<file path="config.mk">
export PLATFORM = sky130hd
export DESIGN_NAME = txs_status_reg
export DESIGN_NICKNAME = d
export VERILOG_FILES = /design/src/rtl/txs_pkg.sv /design/src/rtl/txs_flag_bank.sv /design/src/rtl/txs_irq_unit.sv /design/src/rtl/txs_bank_ctl.sv /design/src/rtl/txs_status_reg.sv
export SDC_FILE = /design/constraint.sdc
export NUM_CORES = 1
export LEC_CHECK = 0
export BUFFER_PORTS_ARGS = -buffer_cell sky130_fd_sc_hd__buf_2
export CAP_MARGIN = 25
export CORE_UTILIZATION = 50
export CTS_CLUSTER_SIZE = 8
export DETAILED_ROUTE_END_ITERATION = 10
export GPL_ROUTABILITY_DRIVEN = 0
export PLACE_DENSITY = 0.78
export SYNTH_ARGS = -nofsm -noshare
export SYNTH_HDL_FRONTEND = slang
export SYNTH_SLANG_ARGS = --single-unit
export TNS_END_PERCENT = 20
</file>
<file path="constraint.sdc">
create_clock -name clk -period 1.9 [get_ports clk]
set_input_delay 0.38 -clock clk [delete_from_list [all_inputs] [get_ports clk]]
set_output_delay 0.38 -clock clk [all_outputs]
set_load 0.1 [all_outputs]
</file>
<file path="src/rtl/txs_pkg.sv">
package txs_pkg;
  localparam int unsigned TXS_W = 8;

  localparam int unsigned B_DONE  = 7;
  localparam int unsigned B_CARR  = 6;
  localparam int unsigned B_SELF  = 5;
  localparam int unsigned B_SHORT = 4;
  localparam int unsigned B_JAB   = 3;
  localparam int unsigned B_COL   = 2;
  localparam int unsigned B_COL16 = 1;
  localparam int unsigned B_BUSWR = 0;

  typedef logic [TXS_W-1:0] txs_byte_t;

  // bits that hold sticky state
  localparam txs_byte_t STORE_MASK   = 8'hBF;
  // bits cleared by packet start
  localparam txs_byte_t AUTOCLR_MASK = 8'h30;
  // bits allowed to raise the interrupt
  localparam txs_byte_t IRQ_MASK     = 8'h8F;

  typedef enum logic {SEL_STATUS = 1'b0, SEL_ENABLE = 1'b1} txs_sel_e;
endpackage

</file>
<file path="src/rtl/txs_flag_bank.sv">
module txs_flag_bank #(
  parameter int unsigned W          = 8,
  parameter logic [W-1:0] STORE     = '1,
  parameter logic [W-1:0] AUTOCLR   = '0
) (
  input  logic         clk,
  input  logic         rst_n,
  input  logic [W-1:0] set_vec,
  input  logic [W-1:0] clr_vec,
  input  logic         auto_clr,
  output logic [W-1:0] flags
);
  for (genvar i = 0; i < W; i++) begin : g_bit
    if (STORE[i]) begin : g_store
      logic q;
      logic kill;
      always_comb begin
        kill = clr_vec[i];
        if (AUTOCLR[i] && auto_clr) kill = 1'b1;
      end
      always_ff @(posedge clk) begin
        if (!rst_n)          q <= 1'b0;
        else if (set_vec[i]) q <= 1'b1;
        else if (kill)       q <= 1'b0;
      end
      assign flags[i] = q;

      p_set_wins_r8: assert property (@(posedge clk) disable iff (!rst_n)
        set_vec[i] |=> flags[i]);
      p_w1c_r3: assert property (@(posedge clk) disable iff (!rst_n)
        (clr_vec[i] && !set_vec[i]) |=> !flags[i]);
      p_hold_r4: assert property (@(posedge clk) disable iff (!rst_n)
        (!set_vec[i] && !clr_vec[i] && !(auto_clr && AUTOCLR[i])) |=> $stable(flags[i]));
      if (AUTOCLR[i]) begin : g_ac
        p_autoclr_r7: assert property (@(posedge clk) disable iff (!rst_n)
          (auto_clr && !set_vec[i]) |=> !flags[i]);
      end
    end else begin : g_none
      assign flags[i] = 1'b0;
    end
  end
endmodule

</file>
<file path="src/rtl/txs_irq_unit.sv">
module txs_irq_unit #(
  parameter int unsigned W        = 8,
  parameter logic [W-1:0] SRC_MASK = '1
) (
  input  logic         clk,
  input  logic         rst_n,
  input  logic         en_wr,
  input  logic [W-1:0] en_wdata,
  input  logic [W-1:0] flags,
  output logic [W-1:0] en_q,
  output logic         irq
);
  logic [W-1:0] hits;

  always_ff @(posedge clk) begin
    if (!rst_n)     en_q <= '0;
    else if (en_wr) en_q <= en_wdata;
  end

  always_comb begin
    hits = flags & en_q & SRC_MASK;
    irq  = |hits;
  end

  p_en_load_r11: assert property (@(posedge clk) disable iff (!rst_n)
    en_wr |=> (en_q == $past(en_wdata)));
  p_en_keep_r11: assert property (@(posedge clk) disable iff (!rst_n)
    !en_wr |=> $stable(en_q));
endmodule

</file>
<file path="src/rtl/txs_bank_ctl.sv">
module txs_bank_ctl (
  input  logic clk,
  input  logic rst_n,
  input  logic done_evt,
  input  logic dual,
  input  logic done_flag,
  output logic bank_go,
  output logic host_load_ok
);
  always_ff @(posedge clk) begin
    if (!rst_n) bank_go <= 1'b0;
    else        bank_go <= done_evt & dual;
  end

  assign host_load_ok = done_flag & ~dual;

  p_go_cause_r10: assert property (@(posedge clk) disable iff (!rst_n)
    bank_go |-> ($past(dual) && $past(done_evt)));
  p_go_flag_r10: assert property (@(posedge clk) disable iff (!rst_n)
    bank_go |-> done_flag);
endmodule

</file>
<file path="src/rtl/txs_status_reg.sv">
module txs_status_reg
  import txs_pkg::*;
(
  input  logic       clk,
  input  logic       rst_n,
  input  logic       pkt_end,
  input  logic       txq_empty,
  input  logic       ev_self_rx,
  input  logic       ev_carrier_lost,
  input  logic       ev_jabber,
  input  logic       ev_collision,
  input  logic       ev_coll16,
  input  logic       ev_bus_wr_err,
  input  logic       pkt_start,
  input  logic       carrier_sense,
  input  logic       dual_bank,
  input  logic       reg_sel,
  input  logic       reg_wr,
  input  logic [7:0] reg_wdata,
  output logic [7:0] reg_rdata,
  output logic       irq,
  output logic       bank_go,
  output logic       host_load_ok
);
  txs_byte_t set_vec, clr_vec, flags, en_q, status;
  logic      done_evt, stat_wr, en_wr;

  assign done_evt = pkt_end & txq_empty;
  assign stat_wr  = reg_wr && (txs_sel_e'(reg_sel) == SEL_STATUS);
  assign en_wr    = reg_wr && (txs_sel_e'(reg_sel) == SEL_ENABLE);

  always_comb begin
    set_vec          = '0;
    set_vec[B_DONE]  = done_evt;
    set_vec[B_SELF]  = ev_self_rx;
    set_vec[B_SHORT] = ev_carrier_lost;
    set_vec[B_JAB]   = ev_jabber;
    set_vec[B_COL]   = ev_collision;
    set_vec[B_COL16] = ev_coll16;
    set_vec[B_BUSWR] = ev_bus_wr_err;
    clr_vec          = stat_wr ? (reg_wdata & STORE_MASK) : '0;
  end

  txs_flag_bank #(.W(TXS_W), .STORE(STORE_MASK), .AUTOCLR(AUTOCLR_MASK)) u_flags (
    .clk, .rst_n, .set_vec, .clr_vec, .auto_clr(pkt_start), .flags
  );

  txs_irq_unit #(.W(TXS_W), .SRC_MASK(IRQ_MASK)) u_irq (
    .clk, .rst_n, .en_wr, .en_wdata(reg_wdata), .flags, .en_q, .irq
  );

  txs_bank_ctl u_bank (
    .clk, .rst_n, .done_evt, .dual(dual_bank), .done_flag(flags[B_DONE]),
    .bank_go, .host_load_ok
  );

  always_comb begin
    status         = flags;
    status[B_CARR] = carrier_sense;
    reg_rdata      = (txs_sel_e'(reg_sel) == SEL_ENABLE) ? en_q : status;
  end

  p_carrier_live_r6: assert property (@(posedge clk) disable iff (!rst_n)
    (reg_sel == 1'b0) |-> (reg_rdata[B_CARR] == carrier_sense));
  p_irq_cause_r9: assert property (@(posedge clk) disable iff (!rst_n)
    (!$past(reg_wr) && ($past(set_vec) == '0)) |-> !$rose(irq));
  p_done_qual_r5: assert property (@(posedge clk) disable iff (!rst_n)
    (pkt_end && !txq_empty && !flags[B_DONE]) |=> !flags[B_DONE]);
  p_reset_r1: assert property (@(posedge clk)
    !rst_n |=> (!irq && !bank_go && (en_q == '0)));
endmodule

</file>
==> results.md, run 1 <==
| Stage | Quantity | Value |
|:---|:---|:---|
| global route | Number of global-route vias before repair | 713 |
| synth | Synth Instances | 86 |
| sta | # setup viols final | 0 |
| global route | Total overflow reported by the global router | 0 |
| power | Leakage power summed over all cells | 0.514 nW |
| route | Post-DRT Antenna Nets | 0 |
| synth | Sequential-to-total area share from yosys stat | 0.374 |
| layout | Number of inserted diodes | 0 |
| clocking | Number of buffers created by CTS | 3 |
| worst setup path | Depth of the worst register-to-register path | 2 |
| clocking | Clk root buf | clkbuf_4 |
| sta | Achievable clock frequency | 572 MHz |
| sta | Slew at the pin closest to its max-slew limit | 0.486 ns |
| clocking | Resize count post-CTS | 0 |
| sta | Final period demand of the worst path | 1.75 ns |
| sta | Worst relative slew slack | 0.678 |
| outcome | Failing checks | design-rule violations |
| synth | Yosys Warn Count | 0 |
| run | Count of max-cap constraint violations | 0 |
| synth | Synth cell count leaders | 16 x dfxtp_1, 9 x a21oi_1, 8 x a21bo_1, 8 x nand3_1, 7 x inv_1 |
| worst setup path | Crit path launch type | flop |
| clocking | Total number of H-tree levels | 1 |
| synth | Main area contributors after synthesis | dfxtp_1 37%, a21bo_1 9.4%, buf_6 7.9% |
| clocking | CTS clk-pin slew, worst paths | 0.10 ns |
| layout | Register Area | 320 sq um |
| global route | Initial antenna violation count | 0 |
| route | Total routed wirelength | 1910 um |
| hold path | Count of cells along the worst hold path | 2 |
| route | Remaining routing DRC violations | 6 |
| layout | Filler instances | 134 |
| layout | Area taken by multi-input logic gates | 440 sq um |
| clocking | Clock network latency to the later pin of the worst-skew pair | 0.29 ns |
| worst setup path | Critical Path Sink Type | primary output |
| layout | Share of layout cells above drive strength 1 | 0.407 |
| synth | Combined area of all synthesized cells | 856 sq um |
| die | Core outline area | 1560 sq um |
| synth | Async set-or-reset flop fraction in the synthesized netlist | 0 |
| power | Pwr/cell area | 800 nW/um^2 |
| synth | Top cell type's share of synthesized area | 0.374 |
| worst setup path | Data required time of the worst path | 1.52 ns |
| place | Cell count after placement | 130 |
| sta | Final worst clock skew | 0 ns |
| sta | Tcrit/Tclk final | 0.920 |
| die | Die H | 43.4 um |
| die | Starting density of the core | 0.549 |
| die | I/O pin total | 34 |
| synth | Number of flops mapped to enable cells by yosys | 0 |
| power | Peak supply drop | 0.698 mV |
| clocking | Clock tree from TritonCTS | built |
| route | Via-per-instance ratio | 5.64 |
| clocking | Number of clock sinks | 16 |
| sta | Number of pins with negative max-slew slack in the final report | 0 |
| synth | Per-instance average area after synthesis | 9.95 sq um |
| die | DIE WIDTH | 43.4 um |
| global route | Wire length of the first global-routing pass | 2970 um |
| layout | Area growth from synthesis to layout | 26.6% |
| worst setup path | Maximum net fanout on the critical path | 3 |
| sta | Setup repair after global routing missed its margin | false |
| synth | Leading area contributor after synthesis | dfxtp_1 |
| outcome | Status | complete, but fails checks |
| place | Total of buffers placed on input and output ports | 33 |
| place | Dpl hpwl | 1450 um |
| die | Die area | 1880 sq um |
| synth | Number of nets in the synthesized netlist | 109 |
| layout | Number of nets in the final layout | 142 |
| sta | Total Neg Setup Slack | 0 ns |
| synth | Top_reg_cell synth | dfxtp_1 |
| hold path | Worst min-delay path category | in2reg |
| clocking | Buffers inserted by post-CTS timing repair | 0 |
| route | Routed len/inst | 14.3 um |
| worst setup path | Arr. time, crit path | 1.37 ns |
| worst setup path | Critical path class | reg2out |
| die | Number of placement rows | 14 |
| clocking | Max Root-Sink Buffers | 2 |
| synth | Most frequent cell after synthesis | dfxtp_1 |
| route | Iter 0 DRT Violations | 21 |
| synth | Count of cell types in the netlist | 20 |
| clocking | Number of buffers inserted for hold repair after clock tree synthesis | 0 |
| layout | Number of standard cells in the final layout excluding fillers | 134 |
| sta | Hold Vio Cnt, Final | 0 |
| route | Total vias in the final route | 756 |
| synth | Number of register bits inferred by synthesis | 16 |
| route | Drt pass-1 iters | 7 |
| global route | All-layer global routing usage | 0.213 |
| global route | Maximum number of pins on one net before global-route repair | 18 |
[stage by stage]
| stage | hold WS, ns | area, sq um | setup slack, ns | power [mW] | utilization |
|---|---|---|---|---|---|
| finish | 0.277 | 1080 | 0.151 | 0.867 | 0.695 |
| global route | 0.284 | 1080 | 0.108 | 0.897 | 0.695 |
| CTS | 0.278 | 1080 | 0.156 | 0.868 | 0.695 |
| detailed placement | 0.492 | 1050 | 0.177 | 0.645 | 0.672 |
| global placement | 0.481 | 1050 | 0.211 | 0.638 | 0.672 |
| floorplan | 0.467 | 858 | 0.249 | 0.576 | - |
[sequential cells by signal, summed over array words and instances (netlist names)]
| signal | cells |
|---|---|
| u_irq.en_q | 8 |
| u_flags.g_bit.g_store.q | 7 |
| u_bank.bank_go | 1 |
[where the power goes]
part	switching [mW]	total, mW	internal, mW
sequential	0.0135	0.368	0.355
combinational	0.182	0.270	0.0886
clock	0.112	0.229	0.117
[kinds of logic after synthesis]
| family | synth area share |
|---|---|
| DFF | 0.374 |
| AOI/OAI and AO/OA | 0.272 |
| buffers and inverters | 0.114 |
| and+or+nand+nor | 0.117 |
| muxes | 0.123 |
[cell type report]
| class | count | share of cell area |
|---|---|---|
| inverter | 7 | 0.0242 |
| tap | 16 | 0.0185 |
| sequential | 16 | 0.296 |
| clock buffer | 4 | 0.0335 |
| timing repair buffer | 35 | 0.222 |
| multi-input combinational | 56 | 0.406 |
[critical path, stage by stage, from the launching register on]
cell and delay [ns]:
dfxtp_1 0.34, a222oi_1 0.36, nand2_1 0.08, buf_2 0.30
[final timing paths]
kind                                   start                    endpoint  slack, ns
hold reg to reg   u_flags.g_bit[4].g_store.q  u_flags.g_bit[4].g_store.q       0.50
hold / removal                  reg_wdata[0]  u_flags.g_bit[0].g_store.q       0.28
setup reg to reg               u_irq.en_q[0]               u_irq.en_q[0]       1.06
setup / recovery               u_irq.en_q[7]                         irq       0.15
[routing by layer]
layer  track usage  part of all wire  vias up
met5             0                 0        -
met4        0.0688            0.0078        0
met3        0.0625             0.063        2
met2         0.379              0.50       32
met1         0.243              0.43      351
li1              -                 -      371
[layout by cell type, fill, tap and decap left out, types with 2 or more instances in the layout]
master	count
buf_2	29
buf_12	4
a21oi_1	9
nand3_1	8
a31oi_1	4
nor2b_1	2
inv_1	7
dfxtp_1	16
mux2_1	4
nand2_1	3
o21ai_0	4
a221oi_2	2
clkbuf_4	3
mux2_4	4
buf_4	2
a21bo_1	8
nand2b_1	2
(Power assumes the default switching activity.)
==> run 2, diff against run 1 <==
CORE_UTILIZATION = 53   (was 50)
CTS_BUF_LIST = sky130_fd_sc_hd__clkbuf_8   (was unset)
PLACE_DENSITY = 0.82   (was 0.78)
==> run 2 against run 1 <==
Effect of this change: the run now ends clean; sequential share of layout area fell by 0.70 points; utilization is 4.2 points higher; total power rose by 8.8%.
==> results.md, run 2 (same netlist as run 1, synthesis figures left out) <==
| Stage | Quantity | Value | vs previous |
|:---|:---|:---|:---|
| outcome | Status | finished clean |  |
| sta | Setup repair after global routing missed its margin | false |  |
| power | Clock network fraction of total power | 0.320 | +0.056 |
| run | Count of max-cap constraint violations | 0 | unchanged |
| global route | Total overflow reported by the global router | 0 | unchanged |
| clocking | Max Root-Sink Buffers | 2 | unchanged |
| global route | Met1 usage | 0.281 | +0.0376 |
| route | Remaining routing DRC violations | 0 | -6 |
| worst setup path | Cell-by-cell listing of the critical path | a222oi_1 > nand2_1 > buf_2 |  |
| worst setup path | Worst reg2reg setup slack | 1.08 ns | +0.02 ns |
| layout | Flip-flop count of the largest register, all copies and words added | 8 | unchanged |
| clocking | Clock network latency to the later pin of the worst-skew pair | 0.25 ns | -0.04 ns |
| sta | Worst relative slew slack | 0.671 | -0.00748 |
| die | Die H | 42.2 um | -2.7% |
| worst setup path | Crit Reg-Reg Startpoint | u_irq.en_q[3] |  |
| route | Iter 0 DRT Violations | 12 | -43% |
| place | Dpl hpwl | 1480 um | +2.0% |
| worst setup path | Delay-heaviest family, CP | compound AO/OA/AOI/OAI gates |  |
| power | Switching Share | 0.334 | -0.0204 |
| layout | Filler instances | 114 | -15% |
| worst setup path | Critical Path Sink Type | primary output |  |
| route | Total routed wirelength | 2050 um | +7.3% |
| worst setup path | Depth of the worst register-to-register path | 2 | unchanged |
| sta | Total Neg Setup Slack | 0 ns | unchanged |
| clocking | Buffers inserted by post-CTS timing repair | 0 | unchanged |
| power | Power, Total | 0.943 mW | +8.8% |
| sta | Slew at the pin closest to its max-slew limit | 0.497 ns | +0.0113 ns |
| power | Leakage power summed over all cells | 0.527 nW | +2.4% |
| die | Core outline area | 1510 sq um | -3.4% |
| hold path | Hold Startpoint | reg_wdata[0] |  |
| global route | Met2 usage | 0.434 | +0.0551 |
| clocking | Number of buffers created by CTS | 3 | unchanged |
| worst setup path | Maximum net fanout on the critical path | 4 | +1 |
| clocking | Clock tree from TritonCTS | built |  |
| layout | Area growth from synthesis to layout | 29.7% |  |
| global route | Layer carrying the most global-route usage | met2 |  |
| worst setup path | Crit path launch type | flop |  |
| layout | Register Area | 320 sq um | unchanged |
| power | Seq pwr share | 0.392 | -0.033 |
| die | I/O pin total | 34 | unchanged |
| place | Total of buffers placed on input and output ports | 33 | unchanged |
| place | Post-place setup slack | 0.205 ns | +0.0281 ns |
| clocking | Number of buffers inserted for hold repair after clock tree synthesis | 0 | unchanged |
| die | Die area | 1780 sq um | -5.4% |
| sta | Final period demand of the worst path | 1.77 ns | +0.0229 ns |
| sta | Tcrit/Tclk final | 0.932 | +0.0121 |
| power | Net load switching power | 0.315 mW | +2.5% |
| layout | Largest register by flop count | u_irq.en_q |  |
| worst setup path | Critical path class | reg2out |  |
| route | Drt pass-1 iters | 4 | -3 |
| clocking | Clk root buf | clkbuf_8 |  |
| global route | Maximum number of pins on one net before global-route repair | 18 | unchanged |
| power | Portion of total power attributed to combinational logic | 0.288 | -0.024 |
| die | Starting density of the core | 0.568 | +0.0191 |
| hold path | Count of cells along the worst hold path | 2 | unchanged |
| global route | Initial antenna violation count | 0 | unchanged |
| layout | Number of nets in the final layout | 143 | +0.70% |
| worst setup path | RR Endpoint | u_irq.en_q[3] |  |
| global route | Wire length of the first global-routing pass | 3370 um | +13% |
| worst setup path | Buf/Inv on CP | 1 | unchanged |
| worst setup path | Data required time of the worst path | 1.52 ns | about the same |
| die | DIE WIDTH | 42.2 um | -2.7% |
| sta | Number of pins with negative max-slew slack in the final report | 0 | unchanged |
| worst setup path | CP Launch Point | u_flags.g_bit[7].g_store.q |  |
| sta | Final worst clock skew | 0 ns | unchanged |
| route | Post-DRT Antenna Nets | 0 | unchanged |
| hold path | Hold Path End | u_flags.g_bit[0].g_store.q |  |
| route | Total vias in the final route | 770 | +1.9% |
| layout | Largest registers ranked by flip-flop count | u_irq.en_q x8, u_flags.g_bit.g_store.q x7, u_bank.bank_go x1 |  |
| global route | All-layer global routing usage | 0.254 | +0.0415 |
| layout | Final standard cell utilization of the core | 0.737 | +0.0417 |
| clocking | Number of clock sinks | 16 | unchanged |
| layout | Commonest non-fill, non-tap cells in the layout | 29 x buf_2, 16 x dfxtp_1, 9 x a21oi_1, 8 x nand3_1, 8 x a21bo_1 |  |
| power | Pwr/cell area | 850 nW/um^2 | +6.2% |
| worst setup path | Delay of the slowest critical-path stage | 0.40 ns | +0.04 ns |
| worst setup path | Max stage delay cell, worst path | a222oi_1 |  |
| sta | Worst Setup Slack, final | 0.128 ns | -0.0229 ns |
| sta | Achievable clock frequency | 564 MHz | -1.3% |
| route | Routed len/inst | 15.2 um | +6.5% |
| global route | GR Layer Usage met3 | 0.0388 | -0.0237 |
| hold path | Worst min-delay path category | in2reg |  |
| clocking | CTS clk-pin slew, worst paths | 0.07 ns | -0.03 ns |
| layout | Most common library cell in the layout ignoring fill and taps | buf_2 |  |
| clocking | Total number of H-tree levels | 1 | unchanged |
| layout | Share of layout cells above drive strength 1 | 0.412 | +0.00499 |
| layout | Number of inserted diodes | 0 | unchanged |
| die | Number of placement rows | 14 | unchanged |
| power | Peak supply drop | 0.639 mV | -8.4% |
| sta | Hold Vio Cnt, Final | 0 | unchanged |
| layout | Area taken by multi-input logic gates | 440 sq um | unchanged |
| global route | Number of global-route vias before repair | 768 | +7.7% |
| power | Cell internal power dissipation | 0.628 mW | +12% |
| clocking | Resize count post-CTS | 0 | unchanged |
| route | Via-per-instance ratio | 5.70 | +1.1% |
| worst setup path | Arr. time, crit path | 1.39 ns | +0.02 ns |
| sta | # setup viols final | 0 | unchanged |
## run 2: power by group through the flow
stage | combinational (mW) | sequential, mW | clock, mW
final | 0.272 | 0.369 | 0.302
after CTS | 0.272 | 0.369 | 0.310
after detailed placement | 0.271 | 0.376 | 0
after global placement | 0.265 | 0.374 | 0
after global routing | 0.285 | 0.371 | 0.321
after floorplan | 0.201 | 0.375 | 0
## run 2: routing by layer
metal | vias to the layer above | routed length [um]
li1 | 370 | -
met1 | 370 | 810
met2 | 26 | 1110
met3 | 4 | 97
met4 | 0 | 37
met5 | - | 0
## run 2: how the worst max path moves through the flow
| stage | end | cells after the start |
|---|---|---|
| after CTS | irq | 3 |
| after global placement | reg_rdata[1] | 4 |
| after detailed placement | reg_rdata[1] | 4 |
| final | irq | 3 |
| after global routing | irq | 3 |
| after floorplan | reg_rdata[3] | 2 |
## run 2: worst register-to-register path, stage by stage (launching register included)
cell     delay [ns]
dfxtp_1        0.37
a21bo_1        0.21
a21oi_1        0.16
## run 2: final cells by class
class,count,area share
Multi-Input combinational cell,56,0.397
Sequential cell,16,0.289
Timing Repair Buffer,36,0.223
Clock buffer,4,0.0496
Inverter,7,0.0237
Tap cell,16,0.0180
## run 2: per-stage QoR
step           cell area, sq um  cells  hold WS (ns)
2_1_floorplan               858     86         0.467
3_3_place_gp               1050    131         0.481
3_5_place_dp               1050    131         0.496
4_1_cts                    1110    135         0.320
5_1_grt                    1110    135         0.323
6_report                   1110    135         0.326
